### config.mk
export PLATFORM = sky130hd
export DESIGN_NAME = cfgbank_top
export DESIGN_NICKNAME = d
export VERILOG_FILES = /design/src/rtl/cfgbank_pkg.sv /design/src/rtl/cfgbank_decode.sv /design/src/rtl/cfgbank_wgate.sv /design/src/rtl/cfgbank_rdmux.sv /design/src/rtl/cfgbank_top.sv
export SDC_FILE = /design/constraint.sdc
export NUM_CORES = 1
export LEC_CHECK = 0
export BUFFER_PORTS_ARGS = -buffer_cell sky130_fd_sc_hd__buf_4
export CORE_UTILIZATION = 55
export DETAILED_ROUTE_END_ITERATION = 10
export PLACE_DENSITY_LB_ADDON = 0.2
export SLEW_MARGIN = 40
export SYNTH_ARGS = -nofsm -noshare
export SYNTH_HDL_FRONTEND = slang
export SYNTH_HIERARCHICAL = 1
export SYNTH_SLANG_ARGS = --single-unit
export TNS_END_PERCENT = 50
### constraint.sdc
create_clock -name clk -period 2.2 [get_ports clk]
set_input_delay 0.22 -clock clk [delete_from_list [all_inputs] [get_ports clk]]
set_output_delay 0.22 -clock clk [all_outputs]
set_load 0.02 [all_outputs]
### src/rtl/cfgbank_pkg.sv
package cfgbank_pkg;

    localparam int unsigned REG_W = 8;
    localparam int unsigned WAIT_W = 3;

    localparam logic [7:0] OFS_WAITA = 8'h10;
    localparam logic [7:0] OFS_USB   = 8'h12;
    localparam logic [7:0] OFS_RAMW  = 8'h14;
    localparam logic [7:0] OFS_BOOT  = 8'h16;
    localparam logic [7:0] OFS_LOC   = 8'h18;
    localparam logic [7:0] OFS_KEY   = 8'h20;

    localparam logic [7:0] UNLOCK_KEY = 8'h96;

    localparam int unsigned USB_IRQ_BIT = 6;
    localparam int unsigned USB_SNZ_BIT = 5;

    typedef enum logic [2:0] {
        SEL_NONE,
        SEL_WAITA,
        SEL_USB,
        SEL_RAMW,
        SEL_BOOT,
        SEL_LOC,
        SEL_KEY
    } sel_e;

    typedef struct packed {
        logic             waita;
        logic             usb_guarded;
        logic             usb_snz;
        logic             ramw;
        logic             boot;
        logic             loc;
        logic             key;
    } wen_t;

    typedef struct packed {
        logic [WAIT_W-1:0] waita;
        logic              usb_irq;
        logic              usb_snz;
        logic [WAIT_W-1:0] usb_wait;
        logic [REG_W-1:0]  ramw;
        logic [REG_W-1:0]  boot;
        logic [REG_W-1:0]  loc;
        logic [REG_W-1:0]  key;
        logic              viol;
        logic [REG_W-1:0]  rdata;
    } bank_t;

endpackage

### src/rtl/cfgbank_decode.sv
module cfgbank_decode
    import cfgbank_pkg::*;
#(
    parameter int unsigned ADDR_W = 8
) (
    input  logic [ADDR_W-1:0] addr,
    output sel_e              sel,
    output logic              guarded
);

    always_comb begin
        sel = SEL_NONE;
        if      (addr == ADDR_W'(OFS_WAITA)) sel = SEL_WAITA;
        else if (addr == ADDR_W'(OFS_USB))   sel = SEL_USB;
        else if (addr == ADDR_W'(OFS_RAMW))  sel = SEL_RAMW;
        else if (addr == ADDR_W'(OFS_BOOT))  sel = SEL_BOOT;
        else if (addr == ADDR_W'(OFS_LOC))   sel = SEL_LOC;
        else if (addr == ADDR_W'(OFS_KEY))   sel = SEL_KEY;
    end

    always_comb begin
        unique case (sel)
            SEL_WAITA, SEL_USB, SEL_RAMW, SEL_BOOT, SEL_LOC: guarded = 1'b1;
            default:                                         guarded = 1'b0;
        endcase
    end

endmodule

### src/rtl/cfgbank_wgate.sv
module cfgbank_wgate
    import cfgbank_pkg::*;
#(
    parameter int unsigned KEY_W = 8
) (
    input  logic             wr,
    input  sel_e             sel,
    input  logic             guarded,
    input  logic [KEY_W-1:0] key,
    input  logic [REG_W-1:0] wdata,
    output wen_t             wen,
    output logic             viol
);

    logic unlocked;
    logic waita_legal;

    always_comb begin
        unlocked    = (key == KEY_W'(UNLOCK_KEY));
        waita_legal = (wdata[WAIT_W-1:0] != '0);

        wen             = '0;
        wen.waita       = wr && unlocked && (sel == SEL_WAITA) && waita_legal;
        wen.usb_guarded = wr && unlocked && (sel == SEL_USB);
        wen.usb_snz     = wr && (sel == SEL_USB);
        wen.ramw        = wr && unlocked && (sel == SEL_RAMW);
        wen.boot        = wr && unlocked && (sel == SEL_BOOT);
        wen.loc         = wr && unlocked && (sel == SEL_LOC);
        wen.key         = wr && (sel == SEL_KEY);

        viol = wr && guarded && !unlocked;
    end

endmodule

### src/rtl/cfgbank_rdmux.sv
module cfgbank_rdmux
    import cfgbank_pkg::*;
(
    input  sel_e              sel,
    input  logic [WAIT_W-1:0] waita,
    input  logic              usb_irq,
    input  logic              usb_snz,
    input  logic [WAIT_W-1:0] usb_wait,
    input  logic [REG_W-1:0]  ramw,
    input  logic [REG_W-1:0]  boot,
    input  logic [REG_W-1:0]  loc,
    input  logic [REG_W-1:0]  key,
    output logic [REG_W-1:0]  word
);

    logic [REG_W-1:0] usb_word;

    always_comb begin
        usb_word              = '0;
        usb_word[WAIT_W-1:0]  = usb_wait;
        usb_word[USB_SNZ_BIT] = usb_snz;
        usb_word[USB_IRQ_BIT] = usb_irq;

        unique case (sel)
            SEL_WAITA: word = REG_W'(waita);
            SEL_USB:   word = usb_word;
            SEL_RAMW:  word = ramw;
            SEL_BOOT:  word = boot;
            SEL_LOC:   word = loc;
            SEL_KEY:   word = key;
            default:   word = '0;
        endcase
    end

endmodule

### src/rtl/cfgbank_top.sv
module cfgbank_top
    import cfgbank_pkg::*;
#(
    parameter int unsigned       ADDR_W    = 8,
    parameter logic [WAIT_W-1:0] WAITA_RST = 3'd7,
    parameter logic [WAIT_W-1:0] USBW_RST  = 3'd7
) (
    input  logic              clk,
    input  logic              rst_n,
    input  logic [ADDR_W-1:0] bus_addr,
    input  logic [REG_W-1:0]  bus_wdata,
    input  logic              bus_wr,
    input  logic              bus_rd,
    output logic [REG_W-1:0]  bus_rdata,
    output logic [WAIT_W-1:0] waita_cyc,
    output logic              usb_irq_en,
    output logic              usb_snooze,
    output logic [WAIT_W-1:0] usb_wait_cyc,
    output logic [REG_W-1:0]  ram_wait_cfg,
    output logic [REG_W-1:0]  boot_cfg,
    output logic [REG_W-1:0]  ram_loc_cfg,
    output logic              prot_viol
);

    localparam bank_t BANK_RST = '{
        waita:    WAITA_RST,
        usb_irq:  1'b0,
        usb_snz:  1'b0,
        usb_wait: USBW_RST,
        ramw:     '0,
        boot:     '0,
        loc:      '0,
        key:      '0,
        viol:     1'b0,
        rdata:    '0
    };

    bank_t            bank_d, bank_q;
    sel_e             sel;
    logic             guarded;
    wen_t             wen;
    logic             viol;
    logic [REG_W-1:0] rd_word;

    cfgbank_decode #(.ADDR_W(ADDR_W)) decode_i (
        .addr    (bus_addr),
        .sel     (sel),
        .guarded (guarded)
    );

    cfgbank_wgate #(.KEY_W(REG_W)) wgate_i (
        .wr      (bus_wr),
        .sel     (sel),
        .guarded (guarded),
        .key     (bank_q.key),
        .wdata   (bus_wdata),
        .wen     (wen),
        .viol    (viol)
    );

    cfgbank_rdmux rdmux_i (
        .sel      (sel),
        .waita    (bank_q.waita),
        .usb_irq  (bank_q.usb_irq),
        .usb_snz  (bank_q.usb_snz),
        .usb_wait (bank_q.usb_wait),
        .ramw     (bank_q.ramw),
        .boot     (bank_q.boot),
        .loc      (bank_q.loc),
        .key      (bank_q.key),
        .word     (rd_word)
    );

    always_comb begin
        bank_d = bank_q;
        if (wen.waita)       bank_d.waita    = bus_wdata[WAIT_W-1:0];
        if (wen.usb_guarded) begin
            bank_d.usb_irq  = bus_wdata[USB_IRQ_BIT];
            bank_d.usb_wait = bus_wdata[WAIT_W-1:0];
        end
        if (wen.usb_snz)     bank_d.usb_snz  = bus_wdata[USB_SNZ_BIT];
        if (wen.ramw)        bank_d.ramw     = bus_wdata;
        if (wen.boot)        bank_d.boot     = bus_wdata;
        if (wen.loc)         bank_d.loc      = bus_wdata;
        if (wen.key)         bank_d.key      = bus_wdata;
        bank_d.viol = viol;
        if (bus_rd)          bank_d.rdata    = rd_word;
    end

    always_ff @(posedge clk or negedge rst_n) begin
        if (!rst_n) bank_q <= BANK_RST;
        else        bank_q <= bank_d;
    end

    assign bus_rdata    = bank_q.rdata;
    assign waita_cyc    = bank_q.waita;
    assign usb_irq_en   = bank_q.usb_irq;
    assign usb_snooze   = bank_q.usb_snz;
    assign usb_wait_cyc = bank_q.usb_wait;
    assign ram_wait_cfg = bank_q.ramw;
    assign boot_cfg     = bank_q.boot;
    assign ram_loc_cfg  = bank_q.loc;
    assign prot_viol    = bank_q.viol;

endmodule

After elaboration in Yosys (flattened, before gate mapping) --
Index checks and enable logic that the tools add are counted.
Word-level totals: flip-flop bits (word level) 49, bits of input ports 20, output and inout port bits 41
Operators by class: equality and inequality tests 13, mux-type cells 8, reductions and logical operators 14
Operator list (number):
- 8-bit case mux with 6 select lines | 1
- 8-bit by 5-bit == test with 1-bit output (second input constant) | 5
- 3-bit 2-to-1 mux | 6
- 1-bit logical AND | 11
- 3-bit == test (second input constant) | 3
- 8-bit by 6-bit == test with 1-bit output (second input constant) | 1
- 8-bit == test (second input constant) | 1
- 3-bit by 2-bit == test with 1-bit output (second input constant) | 2
- 5-bit OR reduction | 1
- 3-bit by 1-bit == test with 1-bit output (second input constant) | 1
- 3-bit nonzero test | 1
- 1-bit zero test | 1
- 1-bit 2-to-1 mux | 1

Longest topological paths before layout --
Gate-level depths: netlist of run 1.
word-level depth 12, gate-level depth with buffers 8

Cells and area by module --
Netlist of run 1, hierarchy kept.
By module, submodules not included:
- cfgbank_top | instances 1, cells each 140, area each 2265.9 um^2
- cfgbank_rdmux | instances 1, cells each 48, area each 387.9 um^2
- cfgbank_wgate | instances 1, cells each 16, area each 160.2 um^2
- cfgbank_decode | instances 1, cells each 16, area each 101.3 um^2

Least setup slack after synthesis of run 1 --
OpenSTA, ideal clock, no wires.
path type input port to flip-flop, start point input bus_addr[7], end point register bank_q (netlist bit boot_cfg[0]), library setup time 0.125 ns, arrival time 2.185 ns, setup slack -0.110 ns, stages on the path 7, buffers on the path 1, cell sequence nor4b_2 nand4b_1 a31oi_1 nand3b_1 nor4_1 buf_6 mux2_4
RTL lines:
- from (decl) | RTL line cfgbank_top.sv:10 | input logic [ADDR_W-1:0] bus_addr,
- to (signal assigned) | RTL line cfgbank_top.sv:92 | else bank_q <= bank_d;
- to (decl) | RTL line cfgbank_top.sv:38 | bank_t bank_d, bank_q;

==> results of run 1 <==
## where the power goes
| group | internal [mW] | switching, mW | total (mW) |
|---|---|---|---|
| combinational | 0.0485 | 0.0604 | 0.109 |
| clock | 0.371 | 0.294 | 0.665 |
| sequential | 0.905 | 0.00357 | 0.909 |
## synth_stat cells (3+ instances only)
| cell | n | area, um^2 |
|---|---|---|
| a31oi_1 | 3 | 18.8 |
| buf_4 | 40 | 300 |
| buf_6 | 6 | 67.6 |
| dfrtp_1 | 43 | 1080 |
| dfstp_2 | 6 | 158 |
| inv_1 | 3 | 11.3 |
| mux2_2 | 12 | 135 |
| mux2_4 | 41 | 616 |
| mux2i_1 | 8 | 80.1 |
| nand2_1 | 6 | 22.5 |
| nand3_1 | 8 | 40.0 |
| nand4b_1 | 3 | 26.3 |
| nor2_1 | 4 | 15.0 |
| nor3_1 | 4 | 20.0 |
| o211ai_1 | 4 | 30.0 |
## cell families after synthesis
group                     count (synthesis)
muxes                                    61
buffers and inverters                    50
DFF                                      49
and+or+nand+nor                          43
AOI/OAI and AO/OA                        16
xor gates and xnor gates                  1
## per-layer routing
metal | up-vias | track usage | share of wire
met5 | - | 0 | 0
met4 | 0 | 0.0566 | 0.010
met3 | 7 | 0.0495 | 0.035
met2 | 50 | 0.319 | 0.46
met1 | 888 | 0.299 | 0.50
li1 | 839 | - | -
## area by class of cell
type,count,area [um^2]
clock buffers,7,86.3
multi-input cells,121,1320
inverters,3,11.3
repair buffers,82,656
well taps,70,87.6
fillers,388,1680
flip-flops and latches,49,1230
clock inverters,1,30.0
## per-stage QoR
stage                     setup slack [ns]  power, mW
after floorplan                    0.00551      0.963
after global placement              -0.135       1.03
after detailed placement            -0.147       1.03
after CTS                            0.169       1.70
after global routing                0.0504       1.74
final                                0.201       1.68
## critical path, cell delays in order
cell,delay (ns)
buf_4,0.12
nor4b_1,0.39
a22oi_1,0.16
nor3_1,0.15
buf_4,0.17
nand4bb_1,0.12
nor3_1,0.36
buf_4,0.17
mux2_2,0.32
## flip-flops by register name, summed over array words and instances, names as in the netlist
signal,cells
bank_q,8
boot_cfg,8
bus_rdata,8
ram_loc_cfg,8
ram_wait_cfg,8
usb_wait_cyc,3
waita_cyc,3
prot_viol,1
usb_irq_en,1
usb_snooze,1
## what timing repair did
action,4_1_cts,5_1_grt
hold buffers,1,0
buffers inserted,0,0
endpoints found under the setup margin,0,0
endpoints found under the hold margin,43,0
## path summary, 6_finish.rpt
kind	cells after the start	from	to	slack, ns
worst min-delay path	2	bus_wdata[3]	ram_wait_cfg[3]	0.18
worst min register to register	1	bus_rdata[4]	bus_rdata[4]	0.52
worst max register to register	4	bank_q[15]	boot_cfg[6]	0.38
max in group asynchronous	2	rst_n	ram_loc_cfg[3]	1.32
min in group asynchronous	2	rst_n	boot_cfg[7]	0.47
worst max-delay path	9	bus_addr[7]	usb_irq_en	0.20
## cell usage in the layout, fill, tap and decap left out, types with 2 or more instances in the layout
cell type and instances:
o211ai_1 4, or2_0 2, nor3_1 3, nand3_1 8, nor4_2 3, nand3b_1 2
a221oi_2 2, nand4bb_4 2, a31oi_1 2, mux2i_1 8, clkbuf_8 6, buf_12 3
nand2_1 6, inv_1 3, dfstp_2 6, nor2_1 3, nand4bb_1 2, mux2_2 12
mux2_4 41, dfrtp_1 43, buf_4 78, nand4b_1 3
==> results.sh, run 1 <==
export IMPL_vias_per_cell=5.36
export IMPL_synth_area_per_cell_um2=13.3
export IMPL_antenna_found_initial=0
export IMPL_post_route_drc_count=0
export IMPL_numCtsBuffers=5
export IMPL_peakVddDrop_uv=240
export IMPL_drive_gt1_frac=0.612
export IMPL_grt_max_degree=50
export IMPL_track_usage=0.209
export IMPL_final_util=0.671
export IMPL_finalCriticalPeriod_ns=2.00
export IMPL_placed_cells=324
export IMPL_synth_async_sr_flop_share=1.00
export IMPL_cts_root_buf="clkbuf_8"
export IMPL_coreArea_um2=5110
export IMPL_num_vias=1784
export IMPL_row_count=26
export IMPL_hold_violations=0
export IMPL_synth_fa_ha_area_frac=0
export IMPL_design_die_area_um2=5600
export IMPL_cp_start_kind="input pin"
export IMPL_area_growth_pct=17.6
export IMPL_finalNonFillerCells=333
export IMPL_synth_compound_area_frac=0.0464
export IMPL_cts_path_max_buffers=2
export IMPL_synthMuxAreaShare=0.285
export IMPL_dr_pass1_iters=6
export IMPL_wl_per_cell_um=16.6
export IMPL_drv_cap=0
export IMPL_synth_edff_count=0
export IMPL_drt_iter0_markers=62
export IMPL_grt_pass1_vias=1671
export IMPL_leakagePower_nw=1.61
export IMPL_fp_dieW_um=74.8
export IMPL_status="complete, no violations"
export IMPL_ys_warn_count=6
export IMPL_clkSlewWorstSetupHoldPaths_ns=0.08
export IMPL_synthFlopType="dfrtp_1"
export IMPL_ant_nets=0
export IMPL_design_area_um2=3430
export IMPL_worst_slew_pin_slew_ns=0.606
export IMPL_critPathKind="in -> reg"
export IMPL_synth_simple_area_share=0.111
export IMPL_worstSkewPairLatency_ns=0.30
export IMPL_ioPinCount=61
export IMPL_synth_area_um2=2920
export IMPL_synthCells=220
export IMPL_post_cts_resized=0
export IMPL_synth_xor_area_frac=0.00300
export IMPL_grt_pass1_wl_um=8560
export IMPL_worstPathRequired_ns=2.39
export IMPL_p_per_area_nw_per_um2=491
export IMPL_cp_end_kind="register"
export IMPL_drv_slew=0
export IMPL_place_congestion=0.834
export IMPL_cts_sinks=49
export IMPL_critPathMaxFanout=6
export IMPL_ys_seq_area_frac=0.423
export IMPL_synth_nets=240
export IMPL_cp_arrival_ns=2.19
export IMPL_cts_tree="done"
export IMPL_hp_class="in -> reg"
export IMPL_start_util=0.571
export IMPL_max_freq_mhz=500
export IMPL_fin_skew_ns=0.00808
export IMPL_synth_top_family_by_area="multiplexers"
export IMPL_synth_cell_type_count=38
export IMPL_layout_nets=282
export IMPL_rsz0062_at_grt="false"
export IMPL_antenna_cells=0
export IMPL_globalRoute_totalOverflow=0
export IMPL_fin_tns_setup_ns=0
export IMPL_drt_wl_total_um=5530
export IMPL_cts_max_level=2
export IMPL_relSlewSlack=0.596
export IMPL_io_buffer_count=60
export IMPL_die_y_um=74.8
export IMPL_dp_hpwl_um=4000
export IMPL_finalSetupViolCount=0
export IMPL_placed_cell_area_um2=3300
export IMPL_synth_seq_cells=49
export IMPL_whs_ns=0.181
export IMPL_period_share=0.909
(Power assumes the default switching activity.)
==> run 2: changes to the inputs <==
--- a/config.mk
+++ b/config.mk
@@ -6,9 +6,10 @@
 export NUM_CORES = 1
 export LEC_CHECK = 0
 export BUFFER_PORTS_ARGS = -buffer_cell sky130_fd_sc_hd__buf_4
-export CORE_UTILIZATION = 55
+export CORE_UTILIZATION = 40
 export DETAILED_ROUTE_END_ITERATION = 10
 export PLACE_DENSITY_LB_ADDON = 0.2
+export SETUP_SLACK_MARGIN = 0.02
 export SLEW_MARGIN = 40
 export SYNTH_ARGS = -nofsm -noshare
 export SYNTH_HDL_FRONTEND = slang
==> results.sh, run 2 (synthesized netlist as in run 1, its figures left out) <==
export IMPL_status="complete, no violations"
export IMPL_finalCriticalPeriod_ns=2.02
export IMPL_leakagePower_nw=1.59
export IMPL_multi_input_comb_area_um2=1340
export IMPL_grt_pass1_wl_um=9650
export IMPL_whs_ns=0.186
export IMPL_mostFrequentLayoutCells="buf_4, dfrtp_1, mux2_4, mux2_2"
export IMPL_post_route_drc_count=0
export IMPL_nFillCells=646
export IMPL_ioPinCount=61
export IMPL_max_freq_mhz=496
export IMPL_vias_per_cell=4.96
export IMPL_track_usage=0.168
export IMPL_dr_pass1_iters=4
export IMPL_worstPathRequired_ns=2.39
export IMPL_cp_end_kind="register"
export IMPL_drt_wl_total_um=6020
export IMPL_grt_max_degree=50
export IMPL_rsz0062_at_grt="false"
export IMPL_design_die_area_um2=7630
export IMPL_regArea_um2=1230
export IMPL_period_share=0.916
export IMPL_fin_tns_setup_ns=0
export IMPL_critPathKind="in -> reg"
export IMPL_p_per_area_nw_per_um2=456
export IMPL_worst_slew_pin_slew_ns=0.627
export IMPL_fp_dieW_um=87.4
export IMPL_row_count=30
export IMPL_coreArea_um2=6910
export IMPL_grt_pass1_vias=1775
export IMPL_cp_start_kind="input pin"
export IMPL_ff2ff_path_depth=4
export IMPL_antenna_cells=0
export IMPL_antenna_found_initial=0
export IMPL_place_ws_ns=-0.226
export IMPL_wl_per_cell_um=16.9
export IMPL_critPathMaxFanout=5
export IMPL_dp_hpwl_um=4380
export IMPL_cts_root_buf="clkbuf_8"
export IMPL_io_buffer_count=60
export IMPL_layout_nets=281
export IMPL_peakVddDrop_uv=203
export IMPL_finalPower_mw=1.56
export IMPL_numCtsBuffers=5
export IMPL_hold_violations=0
export IMPL_fin_ws_ns=0.184
export IMPL_hp_class="in -> reg"
export IMPL_drt_iter0_markers=51
export IMPL_finalSetupViolCount=0
export IMPL_globalRoute_totalOverflow=0
export IMPL_drv_cap=0
export IMPL_cts_path_max_buffers=2
export IMPL_die_y_um=87.4
export IMPL_cts_max_level=2
export IMPL_drv_slew=0
export IMPL_place_congestion=0.735
export IMPL_cts_tree="done"
export IMPL_final_common_cell="buf_4"
export IMPL_cts_sinks=49
export IMPL_start_util=0.422
export IMPL_area_growth_pct=17.4
export IMPL_fin_skew_ns=0.00471
export IMPL_cp_arrival_ns=2.21
export IMPL_post_cts_buffers=0
export IMPL_relSlewSlack=0.582
export IMPL_ant_nets=0
export IMPL_num_vias=1769
export IMPL_drive_gt1_frac=0.613
export IMPL_clkSlewWorstSetupHoldPaths_ns=0.08
export IMPL_worstSkewPairLatency_ns=0.30
export IMPL_worstHoldPathCells=2
-- run 2: where the power goes --
group,leakage (nW),total [mW],switching [mW],internal [mW]
Combinational,0.881,0.111,0.0627,0.0480
Clock,0.0443,0.541,0.291,0.250
Sequential,0.662,0.909,0.00385,0.905
Total,1.59,1.56,0.357,1.20
-- run 2: layer usage --
metal	wire (um)	part of all wire	track usage
met5	0	0	0
met4	63	0.010	0.0402
met3	178	0.030	0.0275
met2	2770	0.46	0.257
met1	3010	0.50	0.247
-- run 2: worst paths after layout --
kind | startpoint | slack (ns) | end
setup / recovery | bus_addr[7] | 0.18 | usb_irq_en
hold / removal | bus_wdata[3] | 0.19 | boot_cfg[3]
setup reg to reg | bank_q[15] | 0.45 | boot_cfg[2]
hold reg to reg | bus_rdata[4] | 0.52 | bus_rdata[4]
max in group asynchronous | rst_n | 1.30 | ram_wait_cfg[5]
min in group asynchronous | rst_n | 0.46 | ram_wait_cfg[2]
-- run 2: what timing repair did --
item,in CTS,in global routing
hold buffers,1,0
hold endpoints to repair,43,0
endpoints found under the setup margin,0,5
resized for setup,0,1
-- run 2: worst max-delay path: stages --
cell	delay, ns
buf_4	0.11
nor4b_1	0.43
a22oi_1	0.20
nor3_4	0.24
nand4bb_1	0.17
nor3_1	0.33
buf_4	0.18
mux2_2	0.32
-- run 2: layout make-up --
type,instances,area share
multi-input combinational,121,0.390
tap,96,0.0351
timing repair buffer,81,0.186
clock buffer,7,0.0252
sequential,49,0.361
inverter,3,0.00329
-- run 2: stage by stage --
stage,area [um^2],util,cells
floorplan,2920,-,220
global placement,3320,0.481,349
detailed placement,3320,0.481,349
CTS,3420,0.495,357
global route,3420,0.495,357
finish,3420,0.495,357
==> run 3: changes to the inputs <==
--- a/config.mk
+++ b/config.mk
@@ -6,6 +6,7 @@
 export NUM_CORES = 1
 export LEC_CHECK = 0
 export BUFFER_PORTS_ARGS = -buffer_cell sky130_fd_sc_hd__buf_4
+export CORE_ASPECT_RATIO = 2
 export CORE_UTILIZATION = 40
 export DETAILED_ROUTE_END_ITERATION = 10
 export PLACE_DENSITY_LB_ADDON = 0.2
==> results.sh, run 3 (synthesized netlist as in run 1, its figures left out) <==
export IMPL_finalNonFillerCells=356
export IMPL_multi_input_comb_area_um2=1320
export IMPL_worst_slew_pin_slew_ns=0.644
export IMPL_placed_cells=347
export IMPL_antenna_found_initial=0
export IMPL_leakagePower_nw=1.63
export IMPL_final_common_cell="buf_4"
export IMPL_grt_pass1_vias=1880
export IMPL_dr_pass1_iters=4
export IMPL_post_cts_resized=0
export IMPL_drv_cap=0
export IMPL_fin_skew_ns=0.00454
export IMPL_design_die_area_um2=7650
export IMPL_cts_path_max_buffers=2
export IMPL_cpMaxStageDelayCell="nor4b_1"
export IMPL_clkSlewWorstSetupHoldPaths_ns=0.06
export IMPL_grt_max_degree=50
export IMPL_row_count=43
export IMPL_ant_nets=0
export IMPL_cpLargestDelayFamily="simple AND/OR/NAND/NOR gates"
export IMPL_hp_class="in -> reg"
export IMPL_cp_arrival_ns=2.20
export IMPL_globalRoute_totalOverflow=0
export IMPL_post_route_drc_count=0
export IMPL_wl_per_cell_um=17.9
export IMPL_dp_hpwl_um=4810
export IMPL_track_usage=0.181
export IMPL_critical_path_max_stage_delay_ns=0.43
export IMPL_period_share=0.921
export IMPL_worstSkewPairLatency_ns=0.29
export IMPL_cp_start_kind="input pin"
export IMPL_finalCriticalPeriod_ns=2.03
export IMPL_regArea_um2=1230
export IMPL_relSlewSlack=0.571
export IMPL_peakVddDrop_uv=272
export IMPL_layout_nets=285
export IMPL_cp_common_cell="buf_4"
export IMPL_drv_slew=0
export IMPL_drt_iter0_markers=64
export IMPL_cp_end_kind="register"
export IMPL_placed_cell_area_um2=3320
export IMPL_mostFrequentLayoutCells="buf_4, dfrtp_1, mux2_4, mux2_2"
export IMPL_die_y_um=123
export IMPL_hold_violations=0
export IMPL_critPathBufInv=4
export IMPL_p_per_area_nw_per_um2=517
export IMPL_start_util=0.417
export IMPL_cts_tree="done"
export IMPL_vias_per_cell=5.01
export IMPL_cts_max_level=2
export IMPL_nFillCells=654
export IMPL_drive_gt1_frac=0.613
export IMPL_coreArea_um2=6990
export IMPL_drt_wl_total_um=6380
export IMPL_finalSetupViolCount=0
export IMPL_cp_cell_sequence="buf_4 > nor4b_1 > a22oi_1 > nor3_1 > buf_4 > buf_4 > nand4b_1 > nor3_2 > buf_4 > mux2_4"
export IMPL_area_growth_pct=19.4
export IMPL_worstPathRequired_ns=2.38
export IMPL_place_congestion=0.798
export IMPL_status="complete, no violations"
export IMPL_design_area_um2=3480
export IMPL_numCtsBuffers=5
export IMPL_antenna_cells=0
export IMPL_rsz0062_at_grt="false"
export IMPL_max_freq_mhz=494
export IMPL_grt_pass1_wl_um=10100
export IMPL_fp_dieW_um=62.4
export IMPL_cts_sinks=49
export IMPL_cts_root_buf="clkbuf_16"
export IMPL_critPathMaxFanout=5
export IMPL_num_vias=1784
export IMPL_io_buffer_count=60
export IMPL_ioPinCount=61
export IMPL_critPathKind="in -> reg"
==> run 3: worst reg2reg max path: stages (launching register included) <==
cell	delay (ns)
dfrtp_1	0.42
nand4bb_4	0.32
nor4_2	0.36
buf_4	0.23
mux2_4	0.31
==> run 3: stage by stage <==
| step | util | power [mW] | setup TNS, ns | setup slack, ns | hold slack (ns) |
|---|---|---|---|---|---|
| after global placement | 0.475 | 1.04 | -0.572 | -0.0536 | 0.283 |
| after global routing | 0.498 | 1.88 | 0 | 0.0499 | 0.183 |
| final | 0.498 | 1.80 | 0 | 0.175 | 0.193 |
| after CTS | 0.498 | 1.83 | 0 | 0.212 | 0.189 |
| after floorplan | - | 0.963 | 0 | 0.00551 | -0.0756 |
| after detailed placement | 0.475 | 1.04 | -1.13 | -0.0827 | 0.290 |
==> run 3: final cells by class <==
type	count	area share
repair buffers	85	0.188
multi-input cells	121	0.380
clock buffers	8	0.0421
well taps	90	0.0324
flip-flops and latches	49	0.354
inverters	3	0.00324
==> run 3: path summary, 6_finish.rpt <==
| check | endpoint | slack (ns) | cells past startpoint | from |
|---|---|---|---|---|
| setup / recovery | ram_wait_cfg[0] | 0.17 | 10 | bus_addr[7] |
| max in group asynchronous | ram_wait_cfg[0] | 1.27 | 2 | rst_n |
| min in group asynchronous | boot_cfg[5] | 0.49 | 2 | rst_n |
| hold reg to reg | bus_rdata[7] | 0.51 | 1 | bus_rdata[7] |
| hold / removal | bank_q[16] | 0.19 | 2 | bus_wdata[7] |
| setup reg to reg | ram_loc_cfg[5] | 0.45 | 4 | bank_q[15] |
==> run 3: repair_timing <==
item                      4_1_cts  5_1_grt
buffers inserted                0        0
hold buffers                    1        0
hold endpoints to repair       43        0
==> run 3: power by group <==
part | switching [mW] | leakage (nW) | total, mW | internal, mW
sequential | 0.00407 | 0.662 | 0.910 | 0.906
clock | 0.325 | 0.0712 | 0.779 | 0.454
combinational | 0.0627 | 0.895 | 0.111 | 0.0486
==> run 3: layer usage <==
| layer | track usage | up-vias | wire (um) | share of wire |
|---|---|---|---|---|
| li1 | - | 842 | - | - |
| met4 | 0.100 | 0 | 153 | 0.024 |
| met1 | 0.203 | 885 | 2530 | 0.40 |
| met2 | 0.319 | 47 | 3500 | 0.55 |
| met3 | 0.0362 | 10 | 204 | 0.032 |
| met5 | 0 | - | 0 | 0 |
